`src/rtl/simd_qmul_pkg.sv`:
```
package simd_qmul_pkg;

    localparam int WORD_W = 64;
    localparam int NARROW_W = 8;
    localparam int WIDE_W = 16;

    typedef enum logic {
        LANE_Q7  = 1'b0,
        LANE_Q15 = 1'b1
    } lane_mode_e;

    // Result word and saturation summary carried from the lane array to the stage.
    typedef struct packed {
        logic [WORD_W-1:0] data;
        logic              sat;
    } mul_word_t;

    function automatic lane_mode_e decode_mode(input logic sel);
        return sel ? LANE_Q15 : LANE_Q7;
    endfunction

    // Next value of the sticky flag; a new event takes precedence over a clear.
    function automatic logic sticky_next(input logic cur, input logic event_hit,
                                         input logic clr);
        logic nxt;
        if (event_hit)
            nxt = 1'b1;
        else if (clr)
            nxt = 1'b0;
        else
            nxt = cur;
        return nxt;
    endfunction

endpackage

```
`src/rtl/simd_qmul_lane.sv`:
```
module simd_qmul_lane #(
    parameter int W = 8
) (
    input  logic [W-1:0] a,
    input  logic [W-1:0] b,
    output logic [W-1:0] y,
    output logic         sat
);
    localparam int PW = 2 * W;
    localparam logic [W-1:0] MOST_NEG = {1'b1, {(W-1){1'b0}}};
    localparam logic [W-1:0] MOST_POS = {1'b0, {(W-1){1'b1}}};

    logic signed [PW-1:0] prod;

    always_comb begin
        prod = $signed(a) * $signed(b);
        sat  = (a == MOST_NEG) && (b == MOST_NEG);
        if (sat)
            y = MOST_POS;
        else
            y = prod[PW-2:W-1];
    end
endmodule

```
`src/rtl/simd_qmul_array.sv`:
```
module simd_qmul_array
    import simd_qmul_pkg::*;
#(
    parameter int DW = WORD_W,
    parameter int NW = NARROW_W,
    parameter int WW = WIDE_W
) (
    input  lane_mode_e        mode,
    input  logic [DW-1:0]     a,
    input  logic [DW-1:0]     b,
    output mul_word_t         out
);
    localparam int N_NARROW = DW / NW;
    localparam int N_WIDE   = DW / WW;

    logic [DW-1:0]       y_narrow;
    logic [DW-1:0]       y_wide;
    logic [N_NARROW-1:0] sat_narrow;
    logic [N_WIDE-1:0]   sat_wide;

    for (genvar i = 0; i < N_NARROW; i++) begin : g_narrow
        simd_qmul_lane #(.W(NW)) u_lane (
            .a   (a[i*NW +: NW]),
            .b   (b[i*NW +: NW]),
            .y   (y_narrow[i*NW +: NW]),
            .sat (sat_narrow[i])
        );
    end

    for (genvar j = 0; j < N_WIDE; j++) begin : g_wide
        simd_qmul_lane #(.W(WW)) u_lane (
            .a   (a[j*WW +: WW]),
            .b   (b[j*WW +: WW]),
            .y   (y_wide[j*WW +: WW]),
            .sat (sat_wide[j])
        );
    end

    always_comb begin
        if (mode == LANE_Q15) begin
            out.data = y_wide;
            out.sat  = |sat_wide;
        end else begin
            out.data = y_narrow;
            out.sat  = |sat_narrow;
        end
    end
endmodule

```
`src/rtl/simd_qmul_stage.sv`:
```
module simd_qmul_stage
    import simd_qmul_pkg::*;
#(
    parameter int DW = WORD_W
) (
    input  logic          clk,
    input  logic          rst,
    input  logic          in_valid,
    input  logic          clr,
    input  mul_word_t     nxt,
    output logic          out_valid,
    output logic [DW-1:0] data_q,
    output logic          flag_q
);
    always_ff @(posedge clk) begin
        if (rst) begin
            out_valid <= 1'b0;
            data_q    <= '0;
            flag_q    <= 1'b0;
        end else begin
            out_valid <= in_valid;
            if (in_valid)
                data_q <= nxt.data;
            flag_q <= sticky_next(flag_q, in_valid && nxt.sat, clr);
        end
    end

    a_r7_valid_follows: assert property (@(posedge clk) disable iff (rst)
        in_valid |=> out_valid);
    a_r7_idle_no_valid: assert property (@(posedge clk) disable iff (rst)
        !in_valid |=> !out_valid);
    a_r7_hold_result: assert property (@(posedge clk) disable iff (rst)
        !in_valid |=> $stable(data_q));
    a_r8_sticky_hold: assert property (@(posedge clk) disable iff (rst)
        (flag_q && !clr) |=> flag_q);
    a_r8_set_wins: assert property (@(posedge clk) disable iff (rst)
        (in_valid && nxt.sat) |=> flag_q);
    a_r6_no_spurious_set: assert property (@(posedge clk) disable iff (rst)
        (!flag_q && !(in_valid && nxt.sat)) |=> !flag_q);
endmodule

```
`src/rtl/simd_qmul.sv`:
```
module simd_qmul
    import simd_qmul_pkg::*;
#(
    parameter int DATA_W = WORD_W
) (
    input  logic              clk,
    input  logic              rst,
    input  logic              in_valid,
    input  logic              lane_sel,
    input  logic [DATA_W-1:0] op_a,
    input  logic [DATA_W-1:0] op_b,
    input  logic              ovf_clr,
    output logic              out_valid,
    output logic [DATA_W-1:0] result,
    output logic              ovf_flag
);
    lane_mode_e mode;
    mul_word_t  comb_out;

    assign mode = decode_mode(lane_sel);

    simd_qmul_array #(.DW(DATA_W)) u_array (
        .mode (mode),
        .a    (op_a),
        .b    (op_b),
        .out  (comb_out)
    );

    simd_qmul_stage #(.DW(DATA_W)) u_stage (
        .clk       (clk),
        .rst       (rst),
        .in_valid  (in_valid),
        .clr       (ovf_clr),
        .nxt       (comb_out),
        .out_valid (out_valid),
        .data_q    (result),
        .flag_q    (ovf_flag)
    );

    a_r4_q7_clamp: assert property (@(posedge clk) disable iff (rst)
        (in_valid && !lane_sel && op_a[7:0] == 8'h80 && op_b[7:0] == 8'h80)
        |=> (result[7:0] == 8'h7F && ovf_flag));
    a_r5_q15_clamp: assert property (@(posedge clk) disable iff (rst)
        (in_valid && lane_sel && op_a[15:0] == 16'h8000 && op_b[15:0] == 16'h8000)
        |=> (result[15:0] == 16'h7FFF && ovf_flag));
    a_r1_zero_lane: assert property (@(posedge clk) disable iff (rst)
        (in_valid && !lane_sel && op_a[7:0] == 8'h00) |=> (result[7:0] == 8'h00));
    a_r9_reset_clears: assert property (@(posedge clk)
        rst |=> (!out_valid && !ovf_flag && result == '0));
endmodule

```
`config.mk`:
```
export PLATFORM = sky130hd
export DESIGN_NAME = simd_qmul
export DESIGN_NICKNAME = d
export VERILOG_FILES = /design/src/rtl/simd_qmul_pkg.sv /design/src/rtl/simd_qmul_lane.sv /design/src/rtl/simd_qmul_array.sv /design/src/rtl/simd_qmul_stage.sv /design/src/rtl/simd_qmul.sv
export SDC_FILE = /design/constraint.sdc
export NUM_CORES = 2
export LEC_CHECK = 0
export ABC_AREA = 0
export BUFFER_PORTS_ARGS = -buffer_cell sky130_fd_sc_hd__buf_2
export CORE_ASPECT_RATIO = 1.25
export CORE_MARGIN = 10
export CORE_UTILIZATION = 40
export CTS_CLUSTER_SIZE = 20
export DETAILED_ROUTE_END_ITERATION = 10
export PLACE_DENSITY = 0.53
export SETUP_SLACK_MARGIN = 0.02
export SLEW_MARGIN = 20
export SYNTH_ARGS = -nofsm -noshare
export SYNTH_HDL_FRONTEND = slang
export SYNTH_HIERARCHICAL = 1
export SYNTH_SLANG_ARGS = --single-unit
export TNS_END_PERCENT = 100
```
`constraint.sdc`:
```
create_clock -name clk -period 9.8 [get_ports clk]
set_input_delay 0.49 -clock clk [delete_from_list [all_inputs] [get_ports clk]]
set_output_delay 0.49 -clock clk [all_outputs]
set_load 0.01 [all_outputs]
```
==> run metrics <==
Crit Path Category input pin to register; gr usage total 0.198; vias per std cell 5.06; Top delay family on crit path adder cells; Setup crit start kind input pin; Routed Antenna Nets 0; DR WL/cell 18.7 µm; die area 0.168 mm²; RR Startpoint u_stage/data_q[30]; largest area contributor in the netlist fa_1; outcome completed; slew margin rel. 0.319; core area 0.150 mm²; worst-margin pin slew 1.01 ns; hpwl dp 127000 µm; min Tclk post-route 7.04 ns; Yosys top cell area share 0.469; CTS root buf clkbuf_16; Reg-to-Reg End u_stage/data_q[30]; TNS Setup 0 ns; Mapped Nets 8829; Buffers on Ports 198; met2 WL 86100 µm; met3 wire len 6130 µm; met1 WL 67000 µm; vias in the first global route 49482; Fmax 142 MHz; CTS Buf Count 9; max cap viols 0; initial antenna violation count 10; Syn. warnings 6; # H-tree levels 3; CTS tree yes; pin count of the biggest net entering global routing 67; Top cell by count, worst path fa_1; highest layer used for signal routing met5; worst hold path class input pin to register; # DRC 0; final worst path period share 0.718; crit path DAT 7.29 ns; Most used DFF post-synth dfxtp_1; Final nets 8823; CP Buf/Inv Count 4; Hold Fails Final Rpt 0; Die Width 368 µm; CP Max Fanout 28; number of synthesized flops with an enable pin 0; GPL Wtd Cong 0.863; Slew Limit Fails 0; Register Area 0.00132 mm²; Post-Syn Area 0.0607 mm²; top-count cell post-synth inv_1; Yosys cell types 69; Die Ht 455 µm; Commonest cells post-synth inv_1 (1718), fa_1 (1420), and2_1 (801), nand2_1 (685), ha_1 (508); Post CTS Setup Buffer Count 0; clk sink count 66; crit end category register; clock buffer depth 2; Syn Area/Cell 8.96 µm²; Worst Hold Path Cells 3; Syn Inst Count 6768; R2R depth 2; Total Routed Length 164000 µm; WP data required 10.04 ns; Crit-path slowest cell fa_1; sequential fraction of the synthesis area 0.0218; reg2reg setup slack 8.93 ns; synthesis-to-layout area growth 4.83%; Largest stage delay, worst path 0.75 ns; post-CTS sizing 0; Detailed Route Iter0 Violations 1919; Post-synth ARST share 0; Final setup viols 0; Area contributors post-synth fa_1 (47%), inv_1 (11%), ha_1 (10%); drt first pass iters 5; stages on the worst setup path 22; row count 159; first-pass GRT wire length 267000 µm; hold endpoint u_stage/flag_q; clock skew 0 ns; # IOs 199; Fillers 15301; Starting Density 0.403; routed vias 44438; layout cells sized above 1 0.0508; Worst-Skew Late Latency 0.38 ns; Cell Chain, Critical Path buf_2, nand2_1, inv_1, fa_1, inv_1, fa_1, inv_1, fa_1, fa_1, fa_1, fa_1, ha_1, a21o_1, a21o_1, a21oi_1, o21ai_1, nor4b_1, o21bai_1, mux2_2, mux2_2, mux2i_1, nor2_1; Reg clk slew, reported paths 0.06 ns; RSZ-0062 raised after global routing false; Worst Hold Launch ovf_clr; #FFs+latches synth 66; grt ovf 0; multi-input logic area 0.0519 mm²; Post-CTS Hold Buffers 0
==> worst max path at each step <==
stage / slack [ns] / end / from
after floorplan: 3.06 / u_stage/data_q[31] / op_a[31]
after global placement: 2.49 / u_stage/data_q[27] / op_b[17]
after detailed placement: 2.38 / u_stage/data_q[47] / op_a[47]
after CTS: 2.80 / u_stage/data_q[15] / op_a[15]
after global routing: 2.31 / u_stage/data_q[26] / op_b[17]
final: 2.76 / u_stage/data_q[15] / op_a[15]
==> cell type report <==
type / count / area share
Tap cell: 2012 / 0.0396
Clock inverter: 6 / 0.00142
Clock buffer: 10 / 0.00376
Inverter: 1722 / 0.102
Sequential cell: 66 / 0.0208
Antenna cell: 7 / 0.000275
Timing Repair Buffer: 202 / 0.0162
Multi-Input combinational cell: 4761 / 0.816
==> worst min-delay path, delay by kind of cell <==
| kind | cells | cell delay [ns] |
|---|---|---|
| AOI/OAI and AO/OA | 1 | 0.05 |
| buffers and inverters | 1 | 0.07 |
| and+or+nand+nor | 1 | 0.09 |
==> per-stage QoR <==
step	std cells	hold slack (ns)	setup slack [ns]	area, µm²	utilization
2_1_floorplan	6768	0.489	3.06	60700	-
3_3_place_gp	8763	0.457	2.49	63200	0.421
3_5_place_dp	8763	0.464	2.38	63200	0.421
4_1_cts	8779	0.333	2.80	63600	0.423
5_1_grt	8781	0.375	2.31	63600	0.423
6_report	8786	0.367	2.76	63600	0.423
==> kinds of logic (layout without fill, tap and decap cells) <==
| family | after synthesis | after routing | share of synthesized area |
|---|---|---|---|
| and+or+nand+nor | 2042 | 2042 | 0.176 |
| buffers and inverters | 1941 | 1940 | 0.123 |
| adders and majority gates | 1928 | 1928 | 0.573 |
| AOI/OAI and AO/OA | 521 | 521 | 0.0587 |
| xor gates and xnor gates | 136 | 136 | 0.0245 |
| muxes | 134 | 134 | 0.0236 |
| DFF | 66 | 66 | 0.0218 |
| other | 0 | 7 | 0 |
==> registers in the layout, indices dropped and copies added (netlist names) <==
name and cells:
u_stage/data_q 64, u_stage/flag_q 1, u_stage/out_valid 1
==> per-layer routing <==
metal  global-route usage  vias to the layer above
li1                     -                    20239
met3               0.0227                      209
met1                0.240                    23135
met5                    0                        -
met2                0.367                      841
met4               0.0539                       14
==> cell usage in the layout (no fill, tap or decap), drive strengths merged, types with 8 or more instances in the layout <==
master and count:
a211o 8, o211ai 12, buf 202, or2 8, a21boi 9, nand4 46, and2 804, ha 508
dfxtp 66, a21oi 108, xnor2 96, a21o 62, nor2b 52, and3 20, nor4b 13, or4 15
a2111oi 13, nand3 30, o21ai 131, xnor3 16, o221ai 11, clkbuf 10, inv 1722, nor2 181
o21a 54, xor2 24, nor3 60, o211a 8, o22ai 8, mux2 70, nor4 66, mux2i 64
nand2 685, o31ai 11, nand2b 40, a211oi 51, a31oi 17, fa 1420
Power is not shown: default switching activity piles up to over one toggle a cycle in this logic, so the estimate is an artifact.
